<file path="src/rtl/rxq_pkg.sv">
package rxq_pkg;
    localparam int DATA_W = 8;

    typedef struct packed {
        logic [DATA_W-1:0] data;
        logic              perr;
        logic              ferr;
        logic              brk;
    } rxq_ent_t;

    localparam logic [7:0] CMD_RST_ERR = 8'h04;
    localparam logic [7:0] CMD_CLR_COB = 8'h05;
endpackage

</file>
<file path="src/rtl/rxq_brk.sv">
module rxq_brk
    import rxq_pkg::*;
(
    input  logic              clk,
    input  logic              rst_n,
    input  logic              char_valid,
    input  logic [DATA_W-1:0] char_data,
    input  logic              char_perr,
    input  logic              char_ferr,
    input  logic              line_lvl,
    output logic              push,
    output rxq_ent_t          push_ent,
    output logic              brk_evt
);
    typedef struct packed {
        logic in_brk;
    } brk_st_t;

    brk_st_t st_d, st_q;

    always_comb begin
        st_d     = st_q;
        push     = 1'b0;
        push_ent = '0;
        brk_evt  = 1'b0;
        if (st_q.in_brk) begin
            if (line_lvl) begin
                st_d.in_brk = 1'b0;
                brk_evt     = 1'b1;
            end
        end else if (char_valid) begin
            push = 1'b1;
            if (char_ferr && !line_lvl) begin
                st_d.in_brk   = 1'b1;
                brk_evt       = 1'b1;
                push_ent.data = '0;
                push_ent.perr = 1'b0;
                push_ent.ferr = 1'b1;
                push_ent.brk  = 1'b1;
            end else begin
                push_ent.data = char_data;
                push_ent.perr = char_perr;
                push_ent.ferr = char_ferr;
                push_ent.brk  = 1'b0;
            end
        end
    end

    always_ff @(posedge clk or negedge rst_n) begin
        if (!rst_n) st_q <= '0;
        else        st_q <= st_d;
    end
endmodule

</file>
<file path="src/rtl/rxq_store.sv">
module rxq_store
    import rxq_pkg::*;
#(
    parameter int DEPTH = 8
) (
    input  logic     clk,
    input  logic     rst_n,
    input  logic     push,
    input  rxq_ent_t push_ent,
    input  logic     pop_req,
    output rxq_ent_t head,
    output logic     not_empty,
    output logic     full,
    output logic     accepted,
    output logic     dropped
);
    localparam int PTR_W = (DEPTH > 1) ? $clog2(DEPTH) : 1;
    localparam int CNT_W = $clog2(DEPTH + 1);
    localparam logic [PTR_W-1:0] PTR_LAST = PTR_W'(DEPTH - 1);
    localparam logic [CNT_W-1:0] CNT_FULL = CNT_W'(DEPTH);

    typedef struct packed {
        rxq_ent_t [DEPTH-1:0] mem;
        logic [PTR_W-1:0]     wr_ptr;
        logic [PTR_W-1:0]     rd_ptr;
        logic [CNT_W-1:0]     count;
    } store_st_t;

    store_st_t st_d, st_q;
    logic      pop_ok;

    always_comb begin
        st_d      = st_q;
        full      = (st_q.count == CNT_FULL);
        not_empty = (st_q.count != '0);
        accepted  = push && !full;
        dropped   = push && full;
        pop_ok    = pop_req && not_empty;
        head      = st_q.mem[st_q.rd_ptr];
        if (accepted) begin
            st_d.mem[st_q.wr_ptr] = push_ent;
            st_d.wr_ptr = (st_q.wr_ptr == PTR_LAST) ? '0 : st_q.wr_ptr + 1'b1;
        end
        if (pop_ok) begin
            st_d.rd_ptr = (st_q.rd_ptr == PTR_LAST) ? '0 : st_q.rd_ptr + 1'b1;
        end
        case ({accepted, pop_ok})
            2'b10:   st_d.count = st_q.count + 1'b1;
            2'b01:   st_d.count = st_q.count - 1'b1;
            default: st_d.count = st_q.count;
        endcase
    end

    always_ff @(posedge clk or negedge rst_n) begin
        if (!rst_n) st_q <= '0;
        else        st_q <= st_d;
    end
endmodule

</file>
<file path="src/rtl/rxq_stat.sv">
module rxq_stat
    import rxq_pkg::*;
(
    input  logic     clk,
    input  logic     rst_n,
    input  logic     accepted,
    input  logic     dropped,
    input  rxq_ent_t push_ent,
    input  logic     clr_err,
    input  logic     clr_cob,
    input  logic     brk_evt,
    output logic     acc_perr,
    output logic     acc_ferr,
    output logic     acc_brk,
    output logic     ovr,
    output logic     cob
);
    typedef struct packed {
        logic perr;
        logic ferr;
        logic brk;
        logic ovr;
        logic cob;
    } stat_st_t;

    stat_st_t st_d, st_q;

    always_comb begin
        st_d = st_q;
        if (clr_err) begin
            st_d.perr = 1'b0;
            st_d.ferr = 1'b0;
            st_d.brk  = 1'b0;
            st_d.ovr  = 1'b0;
        end
        if (accepted) begin
            st_d.perr = st_d.perr | push_ent.perr;
            st_d.ferr = st_d.ferr | push_ent.ferr;
            st_d.brk  = st_d.brk  | push_ent.brk;
        end
        if (dropped) st_d.ovr = 1'b1;
        if (clr_cob) st_d.cob = 1'b0;
        if (brk_evt) st_d.cob = 1'b1;
    end

    always_ff @(posedge clk or negedge rst_n) begin
        if (!rst_n) st_q <= '0;
        else        st_q <= st_d;
    end

    assign acc_perr = st_q.perr;
    assign acc_ferr = st_q.ferr;
    assign acc_brk  = st_q.brk;
    assign ovr      = st_q.ovr;
    assign cob      = st_q.cob;
endmodule

</file>
<file path="src/rtl/rx_tag_fifo.sv">
module rx_tag_fifo
    import rxq_pkg::*;
#(
    parameter int DEPTH = 8
) (
    input  logic              clk,
    input  logic              rst_n,
    input  logic              char_valid,
    input  logic [DATA_W-1:0] char_data,
    input  logic              char_perr,
    input  logic              char_ferr,
    input  logic              line_lvl,
    input  logic              data_rd,
    input  logic              blk_mode,
    input  logic              cmd_valid,
    input  logic [7:0]        cmd_code,
    output logic [DATA_W-1:0] rd_data,
    output logic              stat_perr,
    output logic              stat_ferr,
    output logic              stat_brk,
    output logic              stat_ovr,
    output logic              rx_ready,
    output logic              fifo_full,
    output logic              cob_irq
);
    logic     push, brk_evt, accepted, dropped, not_empty;
    logic     clr_err, clr_cob;
    logic     acc_perr, acc_ferr, acc_brk;
    rxq_ent_t push_ent, head;

    assign clr_err = cmd_valid && (cmd_code == CMD_RST_ERR);
    assign clr_cob = cmd_valid && (cmd_code == CMD_CLR_COB);

    rxq_brk u_brk (
        .clk(clk), .rst_n(rst_n), .char_valid(char_valid), .char_data(char_data),
        .char_perr(char_perr), .char_ferr(char_ferr), .line_lvl(line_lvl),
        .push(push), .push_ent(push_ent), .brk_evt(brk_evt)
    );

    rxq_store #(.DEPTH(DEPTH)) u_store (
        .clk(clk), .rst_n(rst_n), .push(push), .push_ent(push_ent), .pop_req(data_rd),
        .head(head), .not_empty(not_empty), .full(fifo_full),
        .accepted(accepted), .dropped(dropped)
    );

    rxq_stat u_stat (
        .clk(clk), .rst_n(rst_n), .accepted(accepted), .dropped(dropped),
        .push_ent(push_ent), .clr_err(clr_err), .clr_cob(clr_cob), .brk_evt(brk_evt),
        .acc_perr(acc_perr), .acc_ferr(acc_ferr), .acc_brk(acc_brk),
        .ovr(stat_ovr), .cob(cob_irq)
    );

    always_comb begin
        rx_ready = not_empty;
        rd_data  = head.data;
        if (blk_mode) begin
            stat_perr = acc_perr;
            stat_ferr = acc_ferr;
            stat_brk  = acc_brk;
        end else begin
            stat_perr = not_empty && head.perr;
            stat_ferr = not_empty && head.ferr;
            stat_brk  = not_empty && head.brk;
        end
    end
endmodule

</file>
<file path="config.mk">
export PLATFORM = sky130hd
export DESIGN_NAME = rx_tag_fifo
export DESIGN_NICKNAME = d
export VERILOG_FILES = /design/src/rtl/rxq_pkg.sv /design/src/rtl/rxq_brk.sv /design/src/rtl/rxq_store.sv /design/src/rtl/rxq_stat.sv /design/src/rtl/rx_tag_fifo.sv
export SDC_FILE = /design/constraint.sdc
export NUM_CORES = 1
export LEC_CHECK = 0
export ABC_AREA = 1
export ABC_CLOCK_PERIOD_IN_PS = 2200
export BUFFER_PORTS_ARGS = -buffer_cell sky130_fd_sc_hd__buf_2
export CORE_MARGIN = 4
export CORE_UTILIZATION = 40
export CTS_CLUSTER_DIAMETER = 30
export DETAILED_ROUTE_END_ITERATION = 10
export PLACE_DENSITY = 0.67
export SLEW_MARGIN = 20
export SYNTH_ARGS = -nofsm -noshare
export SYNTH_HDL_FRONTEND = slang
export SYNTH_SLANG_ARGS = --single-unit
</file>
<file path="constraint.sdc">
create_clock -name clk -period 2.2 [get_ports clk]
set_input_delay 0.66 -clock clk [delete_from_list [all_inputs] [get_ports clk]]
set_output_delay 0.66 -clock clk [all_outputs]
set_load 0.02 [all_outputs]
</file>
==> flow_summary.json <==
{
  "synth_area_leader_cell": "sky130_fd_sc_hd__dfrtp_1",
  "ys_ff_latch": 104,
  "holdCritPathClass": "input pin to asynchronous set/reset pin",
  "count_of_fill_cells_added_during_filler_insertion": 1090,
  "synthAdderAreaFrac_pct": 1.78,
  "post-place-cells": 787,
  "register_share_of_total_power_pct": 35.5,
  "gp_congestion": 0.800,
  "hold_buffer_count_at_cts": 0,
  "critical_path.max_fanout": 13,
  "synth_edf_count": 0,
  "synth_top_family_by_area": "simple AND/OR/NAND/NOR gates",
  "synthesis.instances": 592,
  "power.share.combinational_pct": 46.8,
  "clk_pwr_share_pct": 17.7,
  "synth-simple-area-share_pct": 21.9,
  "mappedNetlistNets": 624,
  "place_worst_setup_slack_ns": 0.0361,
  "numClockSinks": 104,
  "post-synth-top-count-cell": "sky130_fd_sc_hd__nand2_1",
  "cts.reportedPaths.clkPinSlew_ns": 0.07,
  "maxCapViolCount": 0,
  "routed_wirelength_um": 12900,
  "initial_core_utilization_pct": 40.9,
  "drt_iter0_drc": 362,
  "max_fclk_ghz": 0.436,
  "die_h_um": 119,
  "floorplan.die_area_um2": 14200,
  "muxShareOfSynthArea_pct": 0,
  "max-clock-path-buffers": 2,
  "critical_path_required_ns": 1.54,
  "post-route-period-util_pct": 104,
  "synthesis_to_layout_area_growth_pct": 19.9,
  "synthTopCellsByArea": "sky130_fd_sc_hd__dfrtp_1, sky130_fd_sc_hd__nand2_1, sky130_fd_sc_hd__o21ai_0, sky130_fd_sc_hd__nor2_1, sky130_fd_sc_hd__o21ai_1",
  "clkLatencyLatePin_ns": 0.35,
  "antenna-diode-count": 0,
  "xor_xnor_fraction_of_synth_area_pct": 0.533,
  "fin_util_pct": 49.0,
  "synthDistinctLibCells": 29,
  "worstMarginPinSlew_ns": 0.466,
  "grt_setup_unrepaired": "true",
  "dp_hpwl_um": 7860,
  "int_power_w": 0.00533,
  "postSynth.topFlopCell": "sky130_fd_sc_hd__dfrtp_1",
  "first_pass_iters": 5,
  "power_switching_w": 0.00362,
  "final_count_of_negative_setup_slack_endpoints": 11,
  "core_um2": 12100,
  "total_leakage_power_nw": 2.77,
  "grt-ovfl-total": 0,
  "area_of_combinational_cells_with_multiple_inputs_um2": 2140,
  "grt_max_degree": 45,
  "cts-root-buf": "sky130_fd_sc_hd__clkbuf_16",
  "register_area_share_after_synthesis_pct": 52.8,
  "design.portCount": 40,
  "finalWorstPathRequiredPeriod_ns": 2.29,
  "power-per-cell-area_nw_per_um2": 1510,
  "tritoncts_clock_tree": "done",
  "top_cell_types_by_occurrence_after_synthesis": "sky130_fd_sc_hd__nand2_1, sky130_fd_sc_hd__o21ai_0, sky130_fd_sc_hd__dfrtp_1, sky130_fd_sc_hd__nor2_1, sky130_fd_sc_hd__o21ai_1",
  "ff_latch_area_um2": 2600,
  "finalWorstSetupSlack_ns": -0.0927,
  "route.vias.total": 4296,
  "route.antenna.remaining_nets": 0,
  "reg2reg_launch_point": "u_store.st_q[1]$_DFFE_PN0P_",
  "critPathMostFrequentCell": "sky130_fd_sc_hd__nand3_1",
  "timing.clock.skew_ns": 0.00826,
  "routed_wire_length_per_instance_um": 15.9,
  "cpPeakStageDelay_ns": 0.44,
  "final_layout_size_suffix_gt1_share_pct": 18.7,
  "cpMaxStageDelayCell": "sky130_fd_sc_hd__dfrtp_2",
  "crit_path_cell_trace": "clkinv_4, buf_12, o21ai_1, nand3_1, nand3_1, nand2_1, buf_2",
  "ys.warnings.count": 0,
  "port_buffers": 39,
  "final-instance-count-excl-fill": 809,
  "gr-usage-all-layers_pct": 17.9,
  "max-slew-margin-rel_pct": 68.9,
  "yosysTopAreaCellShare_pct": 52.8,
  "critPathCaptureType": "primary output",
  "mappedNetlistArea_um2": 4930,
  "synthArstFlopShare_pct": 100,
  "routed_via_density": 5.31,
  "placementRows": 40,
  "synth-compound-area-share_pct": 17.5,
  "final_nets": 668,
  "worstPathArrival_ns": 1.63,
  "switching_share_pct": 40.5,
  "cpLargestDelayFamily": "buffers and inverters",
  "outcome": "finished with violations",
  "grt_first_pass_wirelength_um": 20200,
  "peakVddDrop_mv": 0.678,
  "grt_antenna_before_repair": 0,
  "timing.final.max_slew_violations": 0,
  "start_kind": "flop",
  "final_hold_viol_count": 0,
  "drc": 0,
  "first_global_vias": 3976,
  "crit_path_start": "u_store.st_q[4]$_DFFE_PN0P_",
  "crit_buf_inv": 3,
  "cts-htree-levels": 3,
  "violations": "setup timing",
  "die_x_um": 119,
  "finalSetupTns_ns": -0.835,
  "syn-mean-instance-area_um2": 8.33,
  "numCtsBuffers": 9,
  "crit_type": "flop to primary output"
}
==> power groups by stage <==
stage	Combinational [W]	Clock [W]	Sequential (W)
4_1_cts	0.00383	0.00160	0.00313
5_1_grt	0.00463	0.00169	0.00326
6_report	0.00419	0.00158	0.00317
3_5_place_dp	0.00344	0	0.00312
3_3_place_gp	0.00335	0	0.00309
2_1_floorplan	0.00243	0	0.00302
==> final timing paths <==
path	depth (start not counted)	slack [ns]	endpoint
max in group asynchronous	2	1.22	u_store.st_q[4]$_DFFE_PN0P_
hold reg to reg	2	0.49	u_store.st_q[27]$_DFFE_PN0P_
setup / recovery	7	-0.09	stat_ferr
hold / removal	1	0.26	u_store.st_q[68]$_DFFE_PN0P_
setup reg to reg	13	0.22	u_store.st_q[2]$_DFFE_PN0P_
min in group clk	2	0.49	u_store.st_q[27]$_DFFE_PN0P_
==> through the flow <==
stage / hold slack, ns / total power, W / instance area (µm²)
floorplan: 0.364 / 0.00546 / 4930
global placement: 0.461 / 0.00644 / 5330
detailed placement: 0.464 / 0.00656 / 5330
CTS: 0.276 / 0.00855 / 5760
global route: 0.303 / 0.00957 / 5910
finish: 0.263 / 0.00895 / 5910
==> logic make-up after synthesis <==
family | count (synthesis)
simple gates | 263
xor+xnor | 3
fa+ha+maj | 7
flops | 104
compound gates | 163
buf+inv | 52
==> timing repair <==
item	CTS	global route
setup buffers	2	0
endpoints found under the setup margin	11	11
cloned	1	3
pin swaps	5	23
gates resized for setup	60	31
==> per-layer routing <==
| metal | routed length [µm] | up-vias | track usage, % |
|---|---|---|---|
| li1 | - | 2052 | - |
| met3 | 743 | 27 | 2.99 |
| met2 | 5950 | 138 | 27.9 |
| met4 | 276 | 0 | 7.10 |
| met1 | 5930 | 2079 | 24.8 |
| met5 | 0 | - | 0 |
==> cell usage in the layout, fill, tap and decap left out, drive strengths merged, types with 3 or more instances in the layout <==
| cell | instances |
|---|---|
| buf | 64 |
| clkbuf | 17 |
| clkinv | 3 |
| dfrtp | 104 |
| ha | 7 |
| inv | 17 |
| nand2 | 162 |
| nand3 | 15 |
| nand3b | 9 |
| nor2 | 76 |
| o21ai | 145 |
| o22ai | 16 |
==> registers in the layout, summed over array words and instances, names as in the netlist <==
register	flops
u_stat.acc_ferr	1
u_stat.ovr	1
u_stat.cob	1
u_brk.st_q	1
u_stat.acc_perr	1
u_store.st_q	98
u_stat.acc_brk	1
==> cell type report <==
type,count,share of cell area [%]
sequential,104,44.0
inverter,19,1.29
clock buffer,15,4.87
multi-input combinational,436,36.2
clock inverter,1,0.148
timing repair buffer,66,9.88
tap,168,3.56
==> worst register-to-register path, delay by kind of cell, from the launching register on <==
family	cells	cell delay, ns
adders and majority gates	2	0.37
xor gates and xnor gates	1	0.14
buffers and inverters	3	0.24
DFF	1	0.43
and+or+nand+nor	5	0.44
AOI/OAI and AO/OA	2	0.22
No activity file was read; power rests on OpenSTA's default activity.
